--- config.mk ---
export PLATFORM = sky130hd
export DESIGN_NAME = scan_des_state
export DESIGN_NICKNAME = d
export VERILOG_FILES = /design/src/rtl/scan_des_pkg.sv /design/src/rtl/scan_seg.sv /design/src/rtl/des_feistel.sv /design/src/rtl/scan_des_state.sv
export SDC_FILE = /design/constraint.sdc
export NUM_CORES = 1
export LEC_CHECK = 0
export ABC_CLOCK_PERIOD_IN_PS = 3800
export BUFFER_PORTS_ARGS = -buffer_cell sky130_fd_sc_hd__buf_2
export CORE_ASPECT_RATIO = 1.2
export CORE_MARGIN = 1.5
export CORE_UTILIZATION = 51
export CTS_CLUSTER_SIZE = 8
export DETAILED_ROUTE_END_ITERATION = 7
export PLACE_DENSITY = 0.73
export SLEW_MARGIN = 20
export SYNTH_ARGS = -nofsm -noshare
export SYNTH_HDL_FRONTEND = slang
export SYNTH_SLANG_ARGS = --single-unit
--- constraint.sdc ---
create_clock -name clk -period 3.8 [get_ports clk]
set_input_delay 0.76 -clock clk [delete_from_list [all_inputs] [get_ports clk]]
set_output_delay 0.76 -clock clk [all_outputs]
set_load 0.05 [all_outputs]
--- src/rtl/scan_des_pkg.sv ---
package scan_des_pkg;

    localparam int BLK_W  = 64;
    localparam int HALF_W = BLK_W / 2;
    localparam int KEY_W  = 48;
    localparam int CHAIN_W = BLK_W + 2 * HALF_W;

    typedef struct packed {
        logic [HALF_W-1:0] l;
        logic [HALF_W-1:0] r;
    } half_pair_t;

    // substitution boxes, row-major (row*16+col), first entry in top nibble
    localparam logic [255:0] SBOX [8] = '{
        256'hE4D12FB83A6C5907_0F74E2D1A6CB9538_41E8D62BFC973A50_FC8249175B3EA06D,
        256'hF18E6B34972DC05A_3D47F28EC01A69B5_0E7BA4D158C6932F_D8A13F42B67C05E9,
        256'hA09E63F51DC7B428_D70934A6285ECBF1_D6498F30B12C5AE7_1AD069874FE3B52C,
        256'h7DE3069A1285BC4F_D8B56F03472C1AE9_A690CB7DF13E5284_3F06A1D8945BC72E,
        256'h2C417AB6853FD0E9_EB2C47D150FA3986_421BAD78F9C5630E_B8C71E2D6F09A453,
        256'hC1AF92680D34E75B_AF427C9561DE0B38_9EF528C3704A1DB6_432C95FABE17608D,
        256'h4B2EF08D3C975A61_D0B7491AE35C2F86_14BDC37EAF680592_6BD814A7950FE23C,
        256'hD2846FB1A93E50C7_1FD8A374C56B0E92_7B419CE206ADF358_21E74A8DFC90356B
    };

    // positions are counted 1..N from the most significant bit
    function automatic half_pair_t ip_perm(input logic [BLK_W-1:0] x);
        logic [BLK_W-1:0] y;
        for (int o = 0; o < BLK_W; o++) begin
            int row;
            int src;
            row = o / 8;
            src = ((row < 4) ? (58 + 2 * row) : (57 + 2 * (row - 4))) - 8 * (o % 8);
            y[BLK_W-1-o] = x[BLK_W-src];
        end
        return y;
    endfunction

    function automatic logic [KEY_W-1:0] expand(input logic [HALF_W-1:0] x);
        logic [KEY_W-1:0] y;
        for (int g = 0; g < 8; g++) begin
            for (int j = 0; j < 6; j++) begin
                int src;
                src = 4 * g + j;
                if (src == 0) src = HALF_W;
                if (src == HALF_W + 1) src = 1;
                y[KEY_W-1-(6*g+j)] = x[HALF_W-src];
            end
        end
        return y;
    endfunction

    function automatic int p_src(input int o);
        case (o)
            0: return 16;   1: return 7;   2: return 20;  3: return 21;
            4: return 29;   5: return 12;  6: return 28;  7: return 17;
            8: return 1;    9: return 15; 10: return 23; 11: return 26;
            12: return 5;  13: return 18; 14: return 31; 15: return 10;
            16: return 2;  17: return 8;  18: return 24; 19: return 14;
            20: return 32; 21: return 27; 22: return 3;  23: return 9;
            24: return 19; 25: return 13; 26: return 30; 27: return 6;
            28: return 22; 29: return 11; 30: return 4;  default: return 25;
        endcase
    endfunction

    function automatic logic [HALF_W-1:0] p_perm(input logic [HALF_W-1:0] x);
        logic [HALF_W-1:0] y;
        for (int o = 0; o < HALF_W; o++) y[HALF_W-1-o] = x[HALF_W-p_src(o)];
        return y;
    endfunction

    function automatic logic [3:0] sbox_lookup(input int b, input logic [5:0] six);
        int idx;
        idx = {26'd0, six[5], six[0], six[4:1]};
        return SBOX[b][255-4*idx -: 4];
    endfunction

endpackage

--- src/rtl/scan_seg.sv ---
module scan_seg #(
    parameter int WIDTH = 32
) (
    input  logic             clk,
    input  logic             rst,
    input  logic             se,
    input  logic             si,
    input  logic             cap,
    input  logic [WIDTH-1:0] d,
    output logic [WIDTH-1:0] q,
    output logic             so
);
    // each bit: select 1 takes the upstream neighbour, select 0 the functional value
    always_ff @(posedge clk) begin
        if (rst)      q <= '0;
        else if (se)  q <= {si, q[WIDTH-1:1]};
        else if (cap) q <= d;
    end

    assign so = q[0];
endmodule

--- src/rtl/des_feistel.sv ---
module des_feistel
    import scan_des_pkg::*;
(
    input  half_pair_t       src,
    input  logic [KEY_W-1:0] key,
    output half_pair_t       dst
);
    logic [KEY_W-1:0]  mixed;
    logic [HALF_W-1:0] subst;

    assign mixed = expand(src.r) ^ key;

    generate
        for (genvar b = 0; b < 8; b++) begin : g_box
            assign subst[HALF_W-1-4*b -: 4] = sbox_lookup(b, mixed[KEY_W-1-6*b -: 6]);
        end
    endgenerate

    assign dst.l = src.r;
    assign dst.r = src.l ^ p_perm(subst);
endmodule

--- src/rtl/scan_des_state.sv ---
module scan_des_state
    import scan_des_pkg::*;
(
    input  logic             clk,
    input  logic             rst,
    input  logic             scan_enable,
    input  logic             scan_in,
    input  logic [BLK_W-1:0] pt_in,
    input  logic             pt_load,
    input  logic [KEY_W-1:0] round_key,
    input  logic             step,
    input  logic             from_input,
    output logic             scan_out
);
    logic [BLK_W-1:0]  in_q;
    logic [HALF_W-1:0] l_q;
    logic [HALF_W-1:0] r_q;
    logic              so_in;
    logic              so_l;
    half_pair_t        rnd_src;
    half_pair_t        rnd_dst;

    always_comb begin
        if (from_input) rnd_src = ip_perm(in_q);
        else            rnd_src = '{l: l_q, r: r_q};
    end

    des_feistel u_round (
        .src (rnd_src),
        .key (round_key),
        .dst (rnd_dst)
    );

    scan_seg #(.WIDTH(BLK_W)) u_seg_in (
        .clk (clk), .rst (rst), .se (scan_enable), .si (scan_in),
        .cap (pt_load), .d (pt_in), .q (in_q), .so (so_in)
    );

    scan_seg #(.WIDTH(HALF_W)) u_seg_l (
        .clk (clk), .rst (rst), .se (scan_enable), .si (so_in),
        .cap (step), .d (rnd_dst.l), .q (l_q), .so (so_l)
    );

    scan_seg #(.WIDTH(HALF_W)) u_seg_r (
        .clk (clk), .rst (rst), .se (scan_enable), .si (so_l),
        .cap (step), .d (rnd_dst.r), .q (r_q), .so (scan_out)
    );
endmodule

==> impl_summary.md, run 1 <==
STA
The pin slew with the least headroom to its limit is 1038 ps. Based on the critical path, the design can be clocked at up to 297.8 MHz. The worst max-slew margin expressed relative to the limit is 30.83%.

Setup repair after global routing left no endpoint under its margin. The worst clock skew on the final layout is 7.484 ps. The max-slew violation total from the final report is 0.

Setup violations remaining at the end of the flow were counted as 0. In the final timing run, aggregate negative setup slack is 0 ps. Once routing completed, OpenROAD measured the worst setup slack at 442.6 ps. The final critical-path required period is 3357 ps. Of the available clock period, the critical path in the final layout requires 88.35%.

The tightest hold path in the finished design has a slack of 522.6 ps. The number of failing hold endpoints at the final stage is 0.

Run
The max-cap violation count is 0.

CTS
The H-tree level count is 4. The number of sinks on the clock net is 128. The cell chosen for the clock root is sky130_fd_sc_hd__clkbuf_16. In this run, post-CTS hold repair placed 0 buffers. At the later pin of the worst-skew pair, clock insertion delay measures 430 ps. Clock tree synthesis inserted a total of 17 buffers. The CTS tree is done.

The clock transition time at the flip-flop clock pins of the worst setup and hold paths is 60 ps. The number of setup buffers added after CTS is 0. The worst-case clock buffer depth is 2. The number of instances resized during post-cts repair is 0.

Layout
The layout-stage area growth over the synthesis result is 16.46%. The post-layout net count is 1808. The most frequent standard cell in the layout excluding fill and tap cells is sky130_fd_sc_hd__nor2_1.

In the layout the commonest cells are sky130_fd_sc_hd__nor2_1, sky130_fd_sc_hd__a21oi_1, sky130_fd_sc_hd__mux2i_1, sky130_fd_sc_hd__dfxtp_1, sky130_fd_sc_hd__buf_2. Of the cells placed in the final design, the portion with a size suffix greater than 1 is 19.76%. The number of diodes added for antenna fixing is 0.

Detailed routing
The final layout contains routed wiring with a total length of 36820 um. The number of nets still failing antenna checks after routing is 0. After detailed routing, the number of remaining DRC violations is 0.

The via total after detailed routing is 11.82k. The wire length per cell is 18.83 um. The violation count after the first detailed-routing iteration is 1125.

After detailed routing, the number of vias per cell comes to 6.043. The detailed-routing iteration count for the pre-antenna-repair pass is 7.

Critical path
For flop-to-flop paths, the worst setup slack is 710 ps. Of all nets on the critical path, the largest fanout is 13. By startpoint and endpoint, the worst setup path is classified as in -> reg. The worst setup path is launched from a primary input. STA classifies the critical path endpoint as a flop. The data arrival time of the critical path is 3630 ps. The startpoint of the worst register-to-register path is u_seg_in.q[63]. The required time at the worst-slack endpoint is 4070 ps.

The endpoint identified for the worst register-to-register timing path is u_seg_r.q[14]. The cell depth of the worst flop-to-flop path is 11.

Global route
The number of antenna violations at the first check in global routing is 1. The first global-routing pass estimated 57700 um of wire. The global routing usage summed across all routing layers is 30.05%. The number of global-route vias before repair is 10.82k.

The leftover overflow at the end of global routing is 0. The pin count of the biggest net entering global routing is 256.

Synth
The biggest area consumer among synthesized cells is sky130_fd_sc_hd__dfxtp_1. The net count of the mapped netlist is 1685. The Yosys warning count is 0.

The post-synthesis xor/xnor area fraction is 10.41%. Summing the areas of all compound-gate instances in the mapped netlist gives 21.31% of the synthesized area. In the synthesized netlist the dominant register cell turns out to be sky130_fd_sc_hd__dfxtp_1.

After Yosys synthesis, and, or, nand and nor cells account for 16.50% of the synthesized area. The mux contribution to synthesized area is 18.38%. The proportion of synthesized chip area in sequential cells is 21.35%. Counting flops and latches in the post-synthesis netlist gives 128. The synthesized netlist occupies a cell area of 12000 sq um. Yosys mapped a number of flops with a built-in enable equal to 0. The adder and majority gate portion of the synthesized area is 6.464%. The post-synthesis instance total is 1504. Sorting the synthesized cells by area gives the leading types as sky130_fd_sc_hd__dfxtp_1, sky130_fd_sc_hd__mux2i_1, sky130_fd_sc_hd__nor2_1, sky130_fd_sc_hd__a21oi_1, sky130_fd_sc_hd__ha_1.

The top cell type's share of synthesized area is 21.35%. The post-synthesis cell type count is 66. After synthesis, the share of flip-flops with an asynchronous set or reset is 0%. The mean instance size in the synthesized netlist is 7.980 sq um.

The combinational family with the most area after synthesis is compound AO/OA/AOI/OAI gates.

Placed design
At the end of routability-driven placement, the weighted congestion stood at 0.9228. The worst slack at placement is 98.04 ps. The HPWL after detailed placement is 27400 um. In this run the tool buffered the top-level ports with 119 buffer cells.

Floorplan
The area of the core is 23130 sq um. During I/O placement, the number of pins put on the boundary was 120. The height of the die is 171.0 um. The total number of placement rows is 61.

The floorplan die width is 143.0 um. The floorplan step defined a die boundary enclosing 24470 sq um. For this configuration, the core starts out at a cell density of 51.90%.

Power and ir drop
The leakage power figure is 5.832 nW. The cell area power density is 433.5 nW/um^2. VDD sags by at most 0.0002663 V.

Hold path
The startpoint of the worst hold path is u_seg_l.q[4]. The worst hold path stage count is 2. The path with the worst hold slack has its endpoint at u_seg_l.q[3]. The class of the tightest hold or removal check is reg -> reg.

Outcome
The run finished with clean final reports.
## per-stage QoR
step	power (mW)	std cells	util, %	instance area [sq um]
after global routing	6.391	1955	60.44	13980
after CTS	6.038	1955	60.44	13980
after floorplan	3.442	1504	-	12010
final	6.060	1955	60.44	13980
after global placement	4.190	1923	57.62	13330
after detailed placement	4.218	1923	57.62	13330
## cell usage after synthesis, drive strengths merged (23+ instances only)
library cell and number:
ha 62, nor3b 31, nor3 31, a211oi 56, o22ai 36, mux4 23
a21oi 167, buf 38, nor2 264, mux2i 150, o21ai 42, clkbuf 79
xor2 47, xnor2 76, nand3 31, inv 38, dfxtp 128, nand2 59
## per-layer routing
metal / vias to the layer above / GRT usage [%] / routed length, um
met5: - / 0 / 0
met4: 0 / 12.73 / 1411
met3: 80 / 3.191 / 1917
met2: 448 / 52.66 / 18380
met1: 5598 / 37.22 / 15110
li1: 5689 / - / -
## how the worst max path moves through the flow
stage / start / end / slack, ps / cells after the start
finish: from_input / u_seg_r.q[25] / 440 / 13
global route: from_input / u_seg_r.q[17] / 170 / 11
CTS: from_input / u_seg_r.q[25] / 540 / 13
detailed placement: from_input / u_seg_r.q[25] / 100 / 13
global placement: from_input / u_seg_r.q[24] / 140 / 13
floorplan: from_input / u_seg_r.q[9] / 70 / 14
## power breakdown
part	switching [mW]	internal [mW]	leakage, nW
sequential	0.119	1.44	1.05
clock	0.635	1.18	0.310
combinational	1.50	1.18	4.47
total	2.26	3.80	5.83
## worst max-delay path, stage by stage
cell and delay [ps]:
sky130_fd_sc_hd__buf_4 150, sky130_fd_sc_hd__buf_12 180, sky130_fd_sc_hd__buf_12 170, sky130_fd_sc_hd__mux2i_1 390
sky130_fd_sc_hd__xnor2_1 220, sky130_fd_sc_hd__inv_1 170, sky130_fd_sc_hd__ha_1 290, sky130_fd_sc_hd__nand2_1 70
sky130_fd_sc_hd__o21ai_0 90, sky130_fd_sc_hd__a22o_1 260, sky130_fd_sc_hd__o41ai_1 580, sky130_fd_sc_hd__xor2_1 200
sky130_fd_sc_hd__o22ai_1 90
## flip-flops by register name (all words and copies together), names as in the netlist
name,cells
u_seg_l.q,32
u_seg_r.q,32
u_seg_in.q,64
## area by class of cell
| cell class | instances | area, sq um |
|---|---|---|
| clock buffers | 19 | 442.9 |
| clock inverters | 13 | 209.0 |
| fillers | 2099 | 9149 |
| inverters | 38 | 142.6 |
| multi-input cells | 1221 | 8773 |
| flip-flops and latches | 128 | 2562 |
| well taps | 315 | 394.1 |
| repair buffers | 221 | 1453 |
## cell families (layout without fill, tap and decap cells)
kind of cell,count (synthesis),in the layout
compound gates,407,407
xor+xnor,123,123
fa+ha+maj,62,62
buf+inv,155,291
flops,128,128
mux,178,178
simple gates,451,451
(Power assumes the default switching activity.)
==> run 2, diff against run 1 <==
--- a/config.mk
+++ b/config.mk
@@ -5,14 +5,14 @@
 export SDC_FILE = /design/constraint.sdc
 export NUM_CORES = 1
 export LEC_CHECK = 0
-export ABC_CLOCK_PERIOD_IN_PS = 3800
+export ABC_CLOCK_PERIOD_IN_PS = 4000
 export BUFFER_PORTS_ARGS = -buffer_cell sky130_fd_sc_hd__buf_2
 export CORE_ASPECT_RATIO = 1.2
 export CORE_MARGIN = 1.5
 export CORE_UTILIZATION = 51
 export CTS_CLUSTER_SIZE = 8
 export DETAILED_ROUTE_END_ITERATION = 7
-export PLACE_DENSITY = 0.73
+export PLACE_DENSITY = 0.7
 export SLEW_MARGIN = 20
 export SYNTH_ARGS = -nofsm -noshare
 export SYNTH_HDL_FRONTEND = slang
==> constraint.sdc (replaced) <==
create_clock -name clk -period 4 [get_ports clk]
set_input_delay 0.8 -clock clk [delete_from_list [all_inputs] [get_ports clk]]
set_output_delay 0.8 -clock clk [all_outputs]
set_load 0.05 [all_outputs]
==> run 2 against run 1 <==
Die area is the same. Total power shrank 6.6%. Flip-flop and latch count is the same. Routed wire length shrank 1.7%. Count of clock-buffer cells in the layout shrank 2. Clock power shrank 8%. Global-route usage shrank 0.59 points. Final area shrank 0.64%. Setup slack lost 68 ps. Critical path depth grew 2. Largest power group unchanged.
==> impl_summary.md, run 2 (synthesis gave the netlist of run 1 again) <==
Layout
The layout-stage area growth over the synthesis result is 15.72%. Cells with a size suffix above 1 make up 19.39% of the layout. In the layout the commonest cells are sky130_fd_sc_hd__nor2_1, sky130_fd_sc_hd__a21oi_1, sky130_fd_sc_hd__mux2i_1, sky130_fd_sc_hd__dfxtp_1, sky130_fd_sc_hd__buf_2.

The net count of the finished layout is 1799. The layout has 2133 filler cells. The register ranked first by flip-flop count is u_seg_in.q. The largest registers in the layout are u_seg_in.q x64, u_seg_l.q x32, u_seg_r.q x32. The number of antenna diodes in the final layout is 0. The post-layout instance area is 13890 sq um. The most frequent standard cell in the layout excluding fill and tap cells is sky130_fd_sc_hd__nor2_1. The register with the most flip-flops in the layout has 64 of them.

CTS
The tree built by TritonCTS fans out to 128 sinks. The CTS tree is done. The H-tree level count is 4. The number of clock buffers added by TritonCTS is 17. In this run the clock root is driven by a sky130_fd_sc_hd__clkbuf_16. Clock-pin slew was measured on the worst setup and hold paths at 60 ps. The buffers inserted during post-CTS setup optimization is 0. In this run, post-CTS hold repair placed 0 buffers. The clock latency of the later-clocked register in the worst-skew pair is 420 ps.

After clock tree synthesis, the repair step resized 0 gates. In this run the deepest clock path goes through 2 buffers.

Critical path
By startpoint and endpoint, the worst setup path is classified as in -> reg. The data arrival time of the critical path is 3890 ps. At the worst endpoint, the required time is 4270 ps.

In this run the critical register-to-register path is launched from u_seg_in.q[31]. The register-to-register path setup slack is 830 ps. The cell depth of the worst flop-to-flop path is 13. STA classifies the critical path endpoint as a flop. The endpoint of the most critical register-to-register path is u_seg_r.q[9].

STA classifies the critical path startpoint as a primary input. Along the worst path, the maximum fanout reaches 9.

STA
The pin slew with the least headroom to its limit is 1154 ps. The worst clock skew on the final layout is 18.21 ps. Dividing the final minimum period by the clock period gives 90.63%. The number of failing hold endpoints at the final stage is 0.

The maximum clock frequency is 275.9 MHz. Setup violations remaining at the end of the flow were counted as 0. The worst pin sits at a relative slew slack of 23.08%. Setup repair after global routing left no endpoint under its margin. The worst hold slack is 523.2 ps. The max-slew violation total from the final report was 0. The final critical-path required period is 3625 ps.

Global route
The number of antenna violations at the first check in global routing is 0. Entering global routing, the biggest net connects 137 pins. The first global-routing pass estimated 57040 um of wire. For this run the aggregate overflow at the end of global routing stands at 0. The number of global-route vias before repair is 10.93k. Global routing used 29.46% of the available tracks.

Floorplan
Measured along the y axis, the die boundary spans 171.0 um. The area of the core is 23130 sq um. The number of I/O pins is 120. The initial utilization of the core area, before any placement, comes to 51.90%. The floorplan has 61 rows.

Measured along the x axis, the die boundary spans 143.0 um. The floorplan step defined a die boundary enclosing 24470 sq um.

Power and ir drop
The analysis attributes to cell leakage a power of 5.795 nW. The worst vdd rail ir drop is 0.0002756 V. The cell area power density is 407.5 nW/um^2.

Run
The max-cap violation count is 0.

Detailed routing
In the routed layout, each cell is associated on average with a via count of 6.030. The wire length after detailed routing is 36200 um. The detailed-routing iteration count for the pre-antenna-repair pass is 5. The wire length per cell is 18.61 um. The detailed-route DRC error count is 0.

Detailed routing inserted a total of 11.73k vias. The detailed router finished its first iteration with 924 violations. The number of nets still failing antenna checks after routing is 0.

Placed design
The count of buffers from port buffering is 119. The placed instances occupy a cell area of 13250 sq um. The HPWL after detailed placement is 27250 um. The congestion estimate from routability-driven global placement came to 0.9598.

Hold path
The class of the tightest hold or removal check is reg -> reg. The startpoint of the worst hold path is u_seg_l.q[6]. The sink of the worst hold path is u_seg_l.q[5].

The worst hold path stage count is 2.

Outcome
The flow ran to the end, and the final reports show no timing, DRC or antenna violations.
==> run 2: worst max path at each step <==
| stage | from | end | slack [ps] | depth (start not counted) |
|---|---|---|---|---|
| global route | from_input | u_seg_r.q[9] | 230 | 15 |
| finish | from_input | u_seg_r.q[9] | 370 | 15 |
| global placement | from_input | u_seg_r.q[9] | -8 | 15 |
| floorplan | from_input | u_seg_r.q[9] | 140 | 14 |
| CTS | from_input | u_seg_r.q[9] | 390 | 15 |
| detailed placement | from_input | u_seg_r.q[9] | -10 | 15 |
==> run 2: where the power goes <==
group / leakage [nW] / switching [mW] / internal, mW
sequential: 1.05 / 0.114 / 1.37
combinational: 4.44 / 1.40 / 1.11
clock: 0.305 / 0.615 / 1.05
==> run 2: metrics by stage <==
step / power (mW) / TNS, ps / std cells / utilization, % / worst slack (ps)
global placement: 3.954 / -7.676 / 1914 / 57.26 / -7.676
finish: 5.659 / 0 / 1945 / 60.06 / 375.0
global route: 5.975 / 0 / 1945 / 60.06 / 232.1
floorplan: 3.269 / 0 / 1504 / - / 143.0
CTS: 5.647 / 0 / 1945 / 60.02 / 387.3
detailed placement: 3.976 / -13.77 / 1914 / 57.29 / -13.77
==> run 2: worst max-delay path, cell delays in order <==
cell                      delay [ps]
sky130_fd_sc_hd__buf_4           210
sky130_fd_sc_hd__buf_12          180
sky130_fd_sc_hd__mux2i_1         240
sky130_fd_sc_hd__buf_4           190
sky130_fd_sc_hd__xor2_2          160
sky130_fd_sc_hd__inv_1           130
sky130_fd_sc_hd__ha_1            350
sky130_fd_sc_hd__inv_1            70
sky130_fd_sc_hd__mux4_2          460
sky130_fd_sc_hd__mux2i_1         150
sky130_fd_sc_hd__nor2_1           60
sky130_fd_sc_hd__a31oi_1         380
sky130_fd_sc_hd__buf_4           200
sky130_fd_sc_hd__xor2_1          180
sky130_fd_sc_hd__o22ai_1         110
==> run 2: layout make-up <==
| type | instances | area (sq um) | area share [%] |
|---|---|---|---|
| Clock buffer | 17 | 425.4 | 3.063 |
| Inverter | 38 | 142.6 | 1.027 |
| Clock inverter | 14 | 206.4 | 1.486 |
| Tap cell | 315 | 394.1 | 2.838 |
| Multi-Input combinational cell | 1221 | 8785 | 63.25 |
| Sequential cell | 128 | 2562 | 18.45 |
| Timing Repair Buffer | 212 | 1373 | 9.883 |
==> run 2: routing by layer <==
metal  track usage [%]  wire (um)  vias to the layer above
met5                 0          0                        -
met4             10.58       1149                        0
met3             3.359       1751                       51
met2             51.71      17900                      428
met1             36.98      15400                     5579
li1                  -          -                     5670
